==> src/rtl/cmov_pkg.sv <==
package cmov_pkg;

  typedef enum logic [1:0] {
    SRC_FCC   = 2'd0,
    SRC_ICC32 = 2'd1,
    SRC_ICC64 = 2'd2,
    SRC_REG   = 2'd3
  } srcMode_e;

  // Strobes from the decoder to the datapath.
  typedef struct packed {
    logic       selFcc;
    logic       selFlags;
    logic       selReg;
    logic       hiNibble;
    logic       invert;
    logic [2:0] test;
  } condStrobes_t;

endpackage

==> src/rtl/cmov_ctrl.sv <==
module cmov_ctrl
  import cmov_pkg::*;
(
  input  logic [1:0]   srcMode,
  input  logic [3:0]   condCode,
  output condStrobes_t strb
);

  always_comb begin
    strb = '0;
    unique case (srcMode_e'(srcMode))
      SRC_FCC: begin
        strb.selFcc = 1'b1;
        strb.invert = condCode[3];
        strb.test   = condCode[2:0];
      end
      SRC_ICC32, SRC_ICC64: begin
        strb.selFlags = 1'b1;
        strb.hiNibble = (srcMode_e'(srcMode) == SRC_ICC64);
        strb.invert   = condCode[3];
        strb.test     = condCode[2:0];
      end
      default: begin
        // Register tests: two-bit test, bit 2 inverts, bit 3 unused.
        strb.selReg = 1'b1;
        strb.invert = condCode[2];
        strb.test   = {1'b0, condCode[1:0]};
      end
    endcase
  end

endmodule

==> src/rtl/cmov_dp.sv <==
module cmov_dp
  import cmov_pkg::*;
#(
  parameter int DATA_W    = 64,
  parameter int STATUS_W  = 64,
  parameter int NIB_W     = 4,
  parameter int FCC0_LSB  = 10,
  parameter int FCCN_BASE = 30
) (
  input  logic                 clk,
  input  logic                 rstN,
  input  logic                 inValid,
  input  condStrobes_t         strb,
  input  logic [1:0]           fccSel,
  input  logic [STATUS_W-1:0]  statusWord,
  input  logic [2*NIB_W-1:0]   ccByte,
  input  logic [DATA_W-1:0]    regValue,
  output logic                 takeMove,
  output logic                 takeMoveQ,
  output logic                 skipQ,
  output logic                 resultValid
);

  localparam int FCC_FIELDS = 4;
  localparam int FCC_W      = 2;

  // Condition field extraction, one tap per selectable field.
  logic [FCC_W-1:0] fccField [FCC_FIELDS];
  for (genvar i = 0; i < FCC_FIELDS; i++) begin : g_fcc
    localparam int LSB = (i == 0) ? FCC0_LSB : FCCN_BASE + FCC_W * i;
    assign fccField[i] = statusWord[LSB +: FCC_W];
  end

  logic [FCC_W-1:0] fcc;
  assign fcc = fccField[fccSel];

  logic fpHit;
  always_comb begin
    unique case (strb.test)
      3'd1:    fpHit = (fcc != 2'd0);
      3'd2:    fpHit = fcc[0] ^ fcc[1];
      3'd3:    fpHit = fcc[0];
      3'd4:    fpHit = (fcc == 2'd1);
      3'd5:    fpHit = fcc[1];
      3'd6:    fpHit = (fcc == 2'd2);
      3'd7:    fpHit = &fcc;
      default: fpHit = 1'b0;
    endcase
  end

  // Integer flags: N Z V C from bit 3 down.
  logic [NIB_W-1:0] flags;
  assign flags = strb.hiNibble ? ccByte[2*NIB_W-1:NIB_W] : ccByte[NIB_W-1:0];
  logic flN, flZ, flV, flC;
  assign {flN, flZ, flV, flC} = flags[3:0];

  logic intHit;
  always_comb begin
    unique case (strb.test)
      3'd1:    intHit = flZ;
      3'd2:    intHit = flZ | (flN ^ flV);
      3'd3:    intHit = flN ^ flV;
      3'd4:    intHit = flC | flZ;
      3'd5:    intHit = flC;
      3'd6:    intHit = flN;
      3'd7:    intHit = flV;
      default: intHit = 1'b0;
    endcase
  end

  logic isZero, isNeg, regHit;
  assign isZero = (regValue == '0);
  assign isNeg  = regValue[DATA_W-1];
  always_comb begin
    unique case (strb.test[1:0])
      2'd1:    regHit = isZero;
      2'd2:    regHit = isZero | isNeg;
      2'd3:    regHit = isNeg;
      default: regHit = 1'b0;
    endcase
  end

  logic rawHit;
  always_comb begin
    if (strb.selFcc)        rawHit = fpHit;
    else if (strb.selFlags) rawHit = intHit;
    else if (strb.selReg)   rawHit = regHit;
    else                    rawHit = 1'b0;
  end

  assign takeMove = rawHit ^ strb.invert;

  always_ff @(posedge clk or negedge rstN) begin
    if (!rstN) begin
      resultValid <= 1'b0;
      takeMoveQ   <= 1'b0;
      skipQ       <= 1'b0;
    end else begin
      resultValid <= inValid;
      takeMoveQ   <= inValid & takeMove;
      skipQ       <= inValid & ~takeMove;
    end
  end

  p_latency_r8: assert property (@(posedge clk) disable iff (!rstN)
    inValid |=> resultValid);
  p_capture_r8: assert property (@(posedge clk) disable iff (!rstN)
    inValid |=> (takeMoveQ == $past(takeMove)));
  p_idle_r8: assert property (@(posedge clk) disable iff (!rstN)
    !inValid |=> (!resultValid && !takeMoveQ && !skipQ));
  p_exclusive_r9: assert property (@(posedge clk) disable iff (!rstN)
    resultValid |-> (takeMoveQ != skipQ));

endmodule

==> src/rtl/cmov_cond_eval.sv <==
module cmov_cond_eval
  import cmov_pkg::*;
#(
  parameter int DATA_W   = 64,
  parameter int STATUS_W = 64
) (
  input  logic                clk,
  input  logic                rstN,
  input  logic                inValid,
  input  logic [1:0]          srcMode,
  input  logic [3:0]          condCode,
  input  logic [1:0]          fccSel,
  input  logic [STATUS_W-1:0] statusWord,
  input  logic [7:0]          ccByte,
  input  logic [DATA_W-1:0]   regValue,
  output logic                takeMove,
  output logic                takeMoveQ,
  output logic                skipQ,
  output logic                resultValid
);

  condStrobes_t strb;

  cmov_ctrl u_ctrl (
    .srcMode  (srcMode),
    .condCode (condCode),
    .strb     (strb)
  );

  cmov_dp #(
    .DATA_W   (DATA_W),
    .STATUS_W (STATUS_W)
  ) u_dp (
    .clk         (clk),
    .rstN        (rstN),
    .inValid     (inValid),
    .strb        (strb),
    .fccSel      (fccSel),
    .statusWord  (statusWord),
    .ccByte      (ccByte),
    .regValue    (regValue),
    .takeMove    (takeMove),
    .takeMoveQ   (takeMoveQ),
    .skipQ       (skipQ),
    .resultValid (resultValid)
  );

  p_fcc_never_r1: assert property (@(posedge clk) disable iff (!rstN)
    (srcMode == 2'd0 && condCode == 4'd0) |-> !takeMove);
  p_flag_always_r5: assert property (@(posedge clk) disable iff (!rstN)
    (srcMode != 2'd3 && condCode == 4'd8) |-> takeMove);
  p_reg_never_r6: assert property (@(posedge clk) disable iff (!rstN)
    (srcMode == 2'd3 && condCode[2:0] == 3'd0) |-> !takeMove);
  p_reg_zero_r6: assert property (@(posedge clk) disable iff (!rstN)
    (srcMode == 2'd3 && condCode[2:0] == 3'd1 && regValue == '0) |-> takeMove);
  p_reset_r10: assert property (@(posedge clk)
    !rstN |=> (!resultValid && !takeMoveQ && !skipQ));

endmodule

==> config.mk <==
export PLATFORM = sky130hd
export DESIGN_NAME = cmov_cond_eval
export DESIGN_NICKNAME = d
export VERILOG_FILES = /design/src/rtl/cmov_pkg.sv /design/src/rtl/cmov_ctrl.sv /design/src/rtl/cmov_dp.sv /design/src/rtl/cmov_cond_eval.sv
export SDC_FILE = /design/constraint.sdc
export NUM_CORES = 1
export LEC_CHECK = 0
export BUFFER_PORTS_ARGS = -buffer_cell sky130_fd_sc_hd__buf_4
export CORE_MARGIN = 10
export CORE_UTILIZATION = 20
export CTS_CLUSTER_DIAMETER = 120
export DETAILED_ROUTE_END_ITERATION = 12
export PLACE_DENSITY_LB_ADDON = 0.3
export SLEW_MARGIN = 20
export SYNTH_ARGS = -nofsm -noshare
export SYNTH_HDL_FRONTEND = slang
export SYNTH_SLANG_ARGS = --single-unit
==> constraint.sdc <==
create_clock -name clk -period 2.05 [get_ports clk]
set_clock_uncertainty 0.2 [all_clocks]
set_input_delay 0.1025 -clock clk [delete_from_list [all_inputs] [get_ports clk]]
set_output_delay 0.1025 -clock clk [all_outputs]
set_load 0.005 [all_outputs]
# Yosys cells after proc, flatten, opt, wreduce, memory -nomap -nowiden
# Index checks and enable logic that the tools add are counted.
# W data, S select, Z words.
[word_totals]
output_inout_bits = 4
register_bits = 3
elab_cells = 48
in_bits = 147
[classes]
mux = 14
eq_ne = 14
n_lt_le_gt_ge = 1
reduce_logical = 6
bitwise = 10
[op_table]
columns = ["operator", "count"]
rows = [
  ["$logic_not A64 Y1", 1],
  ["$pmux W1 S7", 2],
  ["$eq A3 B3 Y1 const B", 4],
  ["$eq A2 B2 Y1 const B", 4],
  ["$mux W4", 2],
  ["$eq A2 B1 Y1 const B", 3],
  ["$eq A3 B2 Y1 const B", 2],
  ["$mux W1", 6],
  ["$bmux W2 S2", 1],
  ["$mux W2", 2],
  ["$eq A3 B1 Y1 const B", 1],
  ["$ge A3 B3 Y1 const B", 1],
  ["$not A2 Y3", 1],
  ["$or A1 B1 Y1", 3],
  ["$pmux W1 S3", 1],
  ["$reduce_or A3 Y1", 1],
  ["$xor A1 B1 Y1", 3],
  ["$and A1 B1 Y1", 2],
  ["$logic_not A2 Y1", 1],
  ["$reduce_and A2 Y1", 1],
  ["$reduce_bool A2 Y1", 1],
  ["$reduce_or A2 Y1", 1],
  ["$not A1 Y1", 1],
]

# Longest topological paths before layout
# Gate-level depths: netlist (run 1).
[logic_depth]
ltp_word = 12
mapped_depth = 9
mapped_depth_nobuf = 9

# By module
# A second synthesis (run 1) with hierarchy kept.
[hier_totals]
cells_unflattened = 79
hier_area_um2 = 698.2
[modules_own_cells]
columns = ["mod", "area_per_inst_um2", "cells_per_inst", "seq_area_each_um2", "instances"]
rows = [
  ["cmov_dp", 614.3, 70, 75.1, 1],
  ["cmov_ctrl", 83.8, 9, 0.0, 1],
]

# Least setup slack after synthesis (run 1)
# OpenSTA, ideal clock, no wires.
[synth_path]
kind = "input -> register"
startpoint = "input fccSel[0]"
endpoint = "register u_dp.skipQ"
cell_stages = 6
required_time_ns = 1.771
t_arrival_ns = 1.715
path_buffers = 0
setup_time_ns = 0.079
path_slack_ns = 0.055
cell_sequence = "mux4_2 or3b_1 a211oi_1 nor3_1 a31oi_2 mux2i_1"
[synth_via]
elab_chain_len = 10
elab_cells_between_ends = 14
cone_classes = "eq/ne (2); mux (5); bitwise (5); reduce/logical (2)"
[synth_lines]
columns = ["element", "line", "rtl"]
rows = [
  ["from (decl)", "cmov_cond_eval.sv:12", "input logic [1:0] fccSel,"],
  ["$not A2 Y3 (not written as such) (*)", "cmov_dp.sv:35", "assign fcc = fccField[fccSel];"],
  ["$bmux W2 S2 (*)", "cmov_dp.sv:35", ""],
  ["$mux W2 (not written as such) (*) (2 in series)", "cmov_dp.sv:35", ""],
  ["$eq A2 B2 Y1 (tied with other cells)", "cmov_dp.sv:45", "3'd6: fpHit = (fcc == 2'd2);"],
  ["$pmux W1 S7 (*)", "cmov_dp.sv:39", "unique case (strb.test)"],
  ["$mux W1 (*)", "cmov_dp.sv:85", "if (strb.selFcc) rawHit = fpHit;"],
  ["$xor A1 B1 Y1 (*)", "cmov_dp.sv:91", "assign takeMove = rawHit ^ strb.invert;"],
  ["$not A1 Y1 (*)", "cmov_dp.sv:101", "skipQ <= inValid & ~takeMove;"],
  ["$and A1 B1 Y1 (*)", "cmov_dp.sv:101", ""],
  ["to (signal assigned)", "cmov_dp.sv:101", ""],
  ["to (decl)", "cmov_dp.sv:20", "output logic skipQ,"],
]
# Mark *: on every way between the ends. The rest lies on a longest branch, timed or not. The select of a mux whose other input is x is not followed.

# Final worst setup path (run 1)
[layout_path]
startpoint = "input fccSel[0]"
endpoint = "output takeMove"
[layout_via]
elab_chain_len = 8
elab_cells_between_ends = 12
cone_classes = "eq/ne (2); mux (5); bitwise (3); reduce/logical (2)"
[layout_lines]
columns = ["element", "line", "rtl"]
rows = [
  ["$not A2 Y3 (not written as such) (*)", "cmov_dp.sv:35", ""],
  ["$bmux W2 S2 (*)", "cmov_dp.sv:35", ""],
  ["$mux W2 (not written as such) (*) (2 in series)", "cmov_dp.sv:35", ""],
  ["$eq A2 B2 Y1 (tied with other cells)", "cmov_dp.sv:45", ""],
  ["$pmux W1 S7 (*)", "cmov_dp.sv:39", ""],
  ["$mux W1 (*)", "cmov_dp.sv:85", ""],
  ["$xor A1 B1 Y1 (*)", "cmov_dp.sv:91", ""],
  ["to (decl)", "cmov_cond_eval.sv:16", "output logic takeMove,"],
]
# Marked as above.

==> impl_metrics.yaml, run 1 <==
run_status:
  status: "finished with violations"
  violations: "setup timing"
critical_path:
  path_class: "in -> out"
  crit_required_ns: 1.75
  start_kind: "input pin"
  arrival_ns: 1.87
  crit_path_end_kind: "output port"
  path_max_fanout: 3
logic_synthesis:
  synth_warnings: 0
  synth_seq_cells: 3
  synth_cells: 81
  ys_types: 29
  seq_area_frac_synth: 0.115
  ys_async_sr_fraction: 1.00
  synth_edf_count: 0
  dominantRegCellSynth: "dfrtp_1"
  synth_area_per_cell_um2: 8.06
  syn_nets: 233
  synth_area_um2: 653
sta:
  setup_ws_ns: -0.122
  tightest_slew_ns: 0.294
  rsz0062_at_grt: "true"
  fmax_mhz: 460
  fin_crit_ns: 2.17
  setup_viol: 1
  max_slew_margin: 0.798
  finalSetupTns_ns: -0.122
  hold_violations: 0
  min_period_over_period: 1.06
  report.final.slew_viol_count: 0
clocking:
  cts_made_buffers: 3
  clock-root-buffer: "clkbuf_4"
  cts_tree: "built"
  ctsHtreeMaxLevel: 1
  clkSinkCount: 3
  cts_max_path_buffers: 2
  clkTransAtPathRegs_ns: 0.04
detailed_routing:
  dr.pass1.iters: 4
  wl_per_cell_um: 15.5
  routed_wl_mm: 3.57
  drc: 0
  vias: 1079
  drtIter0Drc: 25
  drt-vias-per-instance: 4.67
  drtAntennaViolNets: 0
place:
  dpl-instance-area_um2: 1450
  pre_cts_slack_ns: -0.210
  portBuffers: 94
  gp_congestion: 0.733
layout:
  drive_gt1_frac: 0.604
  nFillCells: 299
  syn_to_final_growth_pct: 136
  antennaDiodeCount: 0
  num-nets-final: 340
  final_design_area_no_fill_um2: 1540
pwr:
  power.leakage_uw: 0.000745
  powerDensity_nw_per_um2: 299
  vdd_ir_drop_max_v: 0.000127
worst_hold_path:
  hold_class: "in -> reg"
grt:
  antenna_found_initial: 0
  grt_pass1_vias: 1244
  grt_max_degree: 11
  grt_usage: 0.110
  grt_overflow: 0
  grt_pass1_wl_mm: 5.55
floorplan:
  initial_core_util: 0.212
  ioPinCount: 151
  core_um2: 3080
  core.rowCount: 20
  die_w_um: 77.1
  die_h_um: 77.1
  die-area_um2: 5950
job:
  maxCapViolations: 0
==> kinds of logic after synthesis <==
family / Yosys count / synth area share
AND/OR/NAND/NOR: 39 / 0.345
AO/OA/AOI/OAI: 11 / 0.128
multiplexers: 10 / 0.197
buffers and inverters: 9 / 0.0651
adder cells (fa/ha/maj): 5 / 0.0958
XOR/XNOR: 4 / 0.0536
flip-flops: 3 / 0.115
==> per-stage QoR <==
step	instances	utilization	hold slack, ns	power (uW)
global route	231	0.502	0.0858	492
CTS	231	0.496	0.0490	457
detailed placement	223	0.470	-0.305	336
floorplan	81	-	-0.393	156
global placement	223	0.470	-0.309	328
finish	231	0.502	0.0578	461
==> worst max-delay path: stages <==
cell and delay, ns:
buf_8 0.08, mux4_2 0.52, or3b_4 0.40, a211oi_4 0.24, nor3_2 0.06, a31oi_2 0.20
xnor2_1 0.14, buf_4 0.13
==> sequential cells by signal (all words and copies together), names as in the netlist <==
| name | cells |
|---|---|
| u_dp.skipQ | 1 |
| u_dp.resultValid | 1 |
| u_dp.takeMoveQ | 1 |
==> placed cells by master, fill, tap and decap left out, types with 2 or more instances in the layout <==
| master | n |
|---|---|
| xor2_1 | 2 |
| nor2b_1 | 2 |
| a311oi_1 | 2 |
| nand2b_1 | 3 |
| nor4_1 | 16 |
| mux4_2 | 2 |
| dfrtp_1 | 3 |
| inv_1 | 6 |
| nor3_1 | 2 |
| buf_4 | 100 |
| o21ai_0 | 2 |
| nand3b_1 | 2 |
| xnor2_1 | 2 |
| dlygate4sd3_1 | 3 |
| nor2_1 | 3 |
| ha_1 | 4 |
| nand4_1 | 4 |
| nand2_1 | 5 |
| clkbuf_4 | 3 |
| mux2i_1 | 7 |
==> cells in the mapped netlist, types with 3 or more instances <==
library cell  number  area (um^2)
ha_1               5         62.6
nor4_1            16          100
nand2_1            5         18.8
nor3_1             3         15.0
nor2_1             3         11.3
nand4_1            4         25.0
inv_1              6         22.5
dfrtp_1            3         75.1
mux2i_1            8         80.1
nand2b_1           3         18.8
==> repair_timing <==
| action | in CTS | in global routing |
|---|---|---|
| setup buffers | 1 | 0 |
| pin swaps | 4 | 2 |
| endpoints found under the hold margin | 6 | 0 |
| endpoints found under the setup margin | 1 | 2 |
| gates resized for setup | 6 | 4 |
| hold buffers | 3 | 0 |
==> path summary, 6_finish.rpt <==
check	endpoint	depth (start not counted)	from	slack [ns]
worst max-delay path	takeMove	8	fccSel[0]	-0.12
worst min-delay path	u_dp.skipQ	4	condCode[3]	0.06
max in group asynchronous	u_dp.takeMoveQ	3	rstN	0.94
min in group asynchronous	u_dp.resultValid	3	rstN	0.56
==> report_power, final <==
part	internal (uW)	total (uW)	switching, uW
clock network	73.3	109	35.9
logic	191	285	94.1
registers	65.1	67.0	1.85
total	329	461	132
==> final cells by class <==
type,instances,area [um^2],area share
Timing Repair Buffer,105,807,0.523
Multi-Input combinational cell,69,558,0.361
Tap cell,44,55.1,0.0357
Inverter,6,22.5,0.0146
Sequential cell,3,75.1,0.0486
Clock buffer,4,26.3,0.0170
==> per-layer routing <==
metal | GRT usage | wire length, um
met4 | 0.0274 | 49
met2 | 0.218 | 2010
met1 | 0.108 | 1300
met5 | 0 | 0
met3 | 0.0280 | 207
No activity file was read; power rests on OpenSTA's default activity.
==> inputs of run 2 (changes only) <==
--- a/config.mk
+++ b/config.mk
@@ -11,6 +11,7 @@
 export CTS_CLUSTER_DIAMETER = 120
 export DETAILED_ROUTE_END_ITERATION = 12
 export PLACE_DENSITY_LB_ADDON = 0.3
+export SETUP_SLACK_MARGIN = 0.3
 export SLEW_MARGIN = 20
 export SYNTH_ARGS = -nofsm -noshare
 export SYNTH_HDL_FRONTEND = slang
==> run 2 against run 1 <==
The run still ends with setup timing left. Non-clock buffer count increased by 1. Global-route usage decreased by 0.27 points. Critical path depth increased by 1.
==> impl_metrics.yaml, run 2 (same netlist as run 1, synthesis figures left out) <==
run_status:
  status: "finished with violations"
  violations: "setup timing"
grt:
  grtUsageMet3: 0.0478
  grt_usage: 0.107
  use_met2: 0.206
  grt_overflow: 0
  grt_pass1_wl_mm: 5.38
  grt_max_degree: 11
  busiest_layer: "met2"
  antenna_found_initial: 0
  use_met1: 0.0995
  grt_pass1_vias: 1311
clocking:
  clkSinkCount: 3
  clkTransAtPathRegs_ns: 0.03
  cts_made_buffers: 3
  cts_tree: "built"
  ctsHtreeMaxLevel: 1
  clock-root-buffer: "clkbuf_4"
  cts_max_path_buffers: 2
critical_path:
  path_max_fanout: 5
  max_stage_delay_ns: 0.36
  crit_required_ns: 1.75
  crit_family: "compound AO/OA/AOI/OAI gates"
  crit_path_end_kind: "output port"
  endpoint: "takeMove"
  cp_common_cell: "buf_4"
  start_kind: "input pin"
  arrival_ns: 1.82
  cp_num_buf_inv: 2
  cp_slowest_cell: "a311o_1"
  cp.depth: 9
  worstPathCellList: "buf_4 > ha_1 > nand2b_1 > nor3_1 > a311oi_1 > a311o_1 > a31oi_2 > xnor2_1 > buf_4"
  crit_start: "srcMode[1]"
  path_class: "in -> out"
layout:
  reg_top3: "u_dp.resultValid: 1 flops, u_dp.skipQ: 1 flops, u_dp.takeMoveQ: 1 flops"
  drive_gt1_frac: 0.606
  syn_to_final_growth_pct: 140
  layout_common_cells: "buf_4 (99), nor4_1 (16), mux2i_1 (7)"
  nFillCells: 299
  num-nets-final: 341
  fin_util: 0.509
  layout_commonest_cell: "buf_4"
  final_design_area_no_fill_um2: 1570
  antennaDiodeCount: 0
sta:
  fmax_mhz: 471
  hold_violations: 0
  min_period_over_period: 1.04
  max_slew_margin: 0.813
  setup_ws_ns: -0.0743
  tightest_slew_ns: 0.272
  report.final.slew_viol_count: 0
  setup_viol: 3
  rsz0062_at_grt: "true"
  fin_crit_ns: 2.12
detailed_routing:
  wl_per_cell_um: 14.6
  drtAntennaViolNets: 0
  drt-vias-per-instance: 4.59
  dr.pass1.iters: 4
  drtIter0Drc: 40
  vias: 1066
  drc: 0
  routed_wl_mm: 3.40
pwr:
  power.leakage_uw: 0.000757
  powerDensity_nw_per_um2: 300
  vdd_ir_drop_max_v: 0.000114
floorplan:
  ioPinCount: 151
  die-area_um2: 5950
  core_um2: 3080
  die_h_um: 77.1
  die_w_um: 77.1
  core.rowCount: 20
  initial_core_util: 0.212
worst_hold_path:
  worstHoldStart: "condCode[3]"
  hold_class: "in -> reg"
place:
  portBuffers: 94
  dpl.hpwl_mm: 3.05
  pre_cts_slack_ns: -0.194
  gp_congestion: 0.762
  dpl-instance-area_um2: 1430
job:
  maxCapViolations: 0
==> run 2: changes by cell type in the layout (fill, tap and decap cells not counted), sizes merged <==
cell,before,now
buf,102,103
==> run 2: where the power goes <==
part	internal (uW)	leakage [uW]	switching, uW
clock	73.1	0.0000150	33.3
sequential	65.1	0.0000374	1.45
combinational	200	0.000704	95.9
total	338	0.000757	131
==> run 2: cell type report <==
type | instances | area [um^2] | area share
Timing Repair Buffer | 106 | 822 | 0.525
Sequential cell | 3 | 75.1 | 0.0480
Tap cell | 44 | 55.1 | 0.0352
Multi-Input combinational cell | 69 | 564 | 0.361
Inverter | 6 | 22.5 | 0.0144
Clock buffer | 4 | 26.3 | 0.0168
==> run 2: through the flow <==
step | TNS [ns] | power, uW | hold slack (ns) | std cells
2_1_floorplan | 0 | 158 | -0.393 | 81
3_3_place_gp | -0.463 | 324 | -0.309 | 221
3_5_place_dp | -0.523 | 332 | -0.306 | 221
4_1_cts | -0.226 | 467 | 0.0685 | 232
5_1_grt | -0.506 | 513 | 0.0879 | 232
6_report | -0.139 | 469 | 0.0658 | 232
==> run 2: worst min-delay path, stage by stage <==
cell,delay [ns]
buf_4,0.08
mux2i_1,0.10
nand2_1,0.11
mux2i_1,0.07
==> run 2: metal layers <==
| layer | share of wire | wire length (um) | vias to the layer above |
|---|---|---|---|
| met2 | 0.55 | 1870 | 53 |
| li1 | - | - | 537 |
| met1 | 0.35 | 1200 | 470 |
| met3 | 0.080 | 272 | 6 |
| met5 | 0 | 0 | - |
| met4 | 0.015 | 50 | 0 |
==> run 2: how the worst min path moves through the flow <==
stage / to / slack (ns) / cells past startpoint
final: u_dp.skipQ / 0.07 / 4
after global routing: u_dp.takeMoveQ / 0.09 / 4
after CTS: u_dp.skipQ / 0.07 / 4
after detailed placement: u_dp.takeMoveQ / -0.31 / 1
after global placement: u_dp.resultValid / -0.31 / 1
after floorplan: u_dp.resultValid / -0.39 / 0
==> run 2: repair_timing <==
| action | CTS | global route |
|---|---|---|
| gates resized for setup | 6 | 4 |
| setup buffers | 4 | 0 |
| hold buffers | 3 | 0 |
| setup endpoints to repair | 3 | 3 |
| pin swaps | 4 | 3 |
| hold endpoints to repair | 6 | 0 |
==> inputs of run 3 (changes only) <==
--- a/config.mk
+++ b/config.mk
@@ -10,7 +10,7 @@
 export CORE_UTILIZATION = 20
 export CTS_CLUSTER_DIAMETER = 120
 export DETAILED_ROUTE_END_ITERATION = 12
-export PLACE_DENSITY_LB_ADDON = 0.3
+export PLACE_DENSITY = 0.87
 export SETUP_SLACK_MARGIN = 0.3
 export SLEW_MARGIN = 20
 export SYNTH_ARGS = -nofsm -noshare
==> run 3 against run 2 <==
Setup slack got worse by 0.049 ns. Routed wire length fell by 0.80%. Global-route usage increased by 0.31 points. Design area is 0.56% lower. The flow still finishes with violations (setup timing).
==> impl_metrics.yaml, run 3 (same netlist as run 1, synthesis figures left out) <==
run_status:
  status: "finished with violations"
  violations: "setup timing"
detailed_routing:
  drtAntennaViolNets: 0
  drtIter0Drc: 73
  vias: 1046
  drc: 0
  routed_wl_mm: 3.37
  dr.pass1.iters: 4
  drt-vias-per-instance: 4.57
  wl_per_cell_um: 14.7
place:
  dpl.hpwl_mm: 3.06
  portBuffers: 94
  pre_cts_slack_ns: -0.200
  gp_congestion: 0.747
floorplan:
  core.rowCount: 20
  initial_core_util: 0.212
  die_w_um: 77.1
  core_um2: 3080
  ioPinCount: 151
  die_h_um: 77.1
  die-area_um2: 5950
layout:
  num-nets-final: 338
  layout_commonest_cell: "buf_4"
  reg_top3: "u_dp.resultValid: 1 flops, u_dp.skipQ: 1 flops, u_dp.takeMoveQ: 1 flops"
  layout_common_cells: "buf_4 (97), nor4_1 (15), mux2i_1 (7)"
  antennaDiodeCount: 0
  fin_util: 0.506
  syn_to_final_growth_pct: 138
  drive_gt1_frac: 0.611
grt:
  grt_pass1_vias: 1267
  grt_overflow: 0
  grt_pass1_wl_mm: 5.53
  grt_usage: 0.110
  antenna_found_initial: 0
  grt_max_degree: 11
critical_path:
  crit_start: "fccSel[0]"
  crit_path_end_kind: "output port"
  cp_slowest_cell: "mux4_2"
  worstPathCellList: "buf_8 > mux4_2 > or3b_1 > a211oi_2 > nor3_2 > a31oi_2 > xnor2_1 > buf_4"
  path_class: "in -> out"
  max_stage_delay_ns: 0.52
  arrival_ns: 1.87
  crit_required_ns: 1.75
  path_max_fanout: 3
  start_kind: "input pin"
sta:
  whs_ns: 0.0529
  hold_violations: 0
  rsz0062_at_grt: "true"
  min_period_over_period: 1.06
  fin_crit_ns: 2.17
  fmax_mhz: 460
  report.final.slew_viol_count: 0
  setup_viol: 1
  setup_ws_ns: -0.124
  max_slew_margin: 0.827
  tightest_slew_ns: 0.252
pwr:
  finalPower_uw: 456
  vdd_ir_drop_max_v: 0.000128
  powerDensity_nw_per_um2: 293
  power.leakage_uw: 0.000742
clocking:
  clock-root-buffer: "clkbuf_4"
  cts_max_path_buffers: 2
  clkSinkCount: 3
  cts_tree: "built"
  cts_made_buffers: 3
  clkTransAtPathRegs_ns: 0.04
  ctsHtreeMaxLevel: 1
job:
  maxCapViolations: 0
worst_hold_path:
  hold_class: "in -> reg"
  worstHoldStart: "condCode[3]"
## run 3: final cells by class
cell class | count | area, um^2
clock buffers | 4 | 26.3
fillers | 299 | 1520
inverters | 6 | 22.5
multi-input cells | 69 | 582
flip-flops and latches | 3 | 75.1
well taps | 44 | 55.1
repair buffers | 103 | 796
## run 3: timing repair
action                                  4_1_cts  5_1_grt
gates resized for setup                      10        3
endpoints found under the setup margin        3        3
pin swaps                                     3        1
hold buffers                                  3        0
hold endpoints to repair                      6        0
setup buffers                                 0        0
## run 3: final timing paths
kind	endpoint	slack, ns	depth (start not counted)
min in group asynchronous	u_dp.resultValid	0.57	3
setup / recovery	takeMove	-0.12	8
hold / removal	u_dp.takeMoveQ	0.05	4
max in group asynchronous	u_dp.takeMoveQ	0.93	3
## run 3: through the flow
stage                     cells  setup TNS (ns)  instance area [um^2]
after floorplan              81               0                   656
after global placement      222          -0.445                  1440
after detailed placement    222          -0.587                  1440
after CTS                   229          -0.138                  1540
after global routing        229          -0.182                  1560
final                       229          -0.124                  1560
## run 3: metal layers
| layer | GRT usage | vias to the layer above | part of all wire |
|---|---|---|---|
| met1 | 0.100 | 460 | 0.35 |
| met5 | 0 | - | 0 |
| li1 | - | 530 | - |
| met2 | 0.213 | 52 | 0.54 |
| met3 | 0.0513 | 4 | 0.097 |
| met4 | 0.0274 | 0 | 0.014 |
## run 3: worst max-delay path, delay by kind of cell
kind,cells,cell delay (ns)
buf+inv,2,0.21
simple gates,2,0.45
xor+xnor,1,0.15
mux,1,0.52
compound gates,2,0.43
## run 3: report_power, final
part           total (uW)  internal, uW  leakage, uW  switching, uW
sequential           66.5          65.1    0.0000374           1.36
clock                 102          72.9    0.0000150           29.2
combinational         287           192     0.000689           95.5
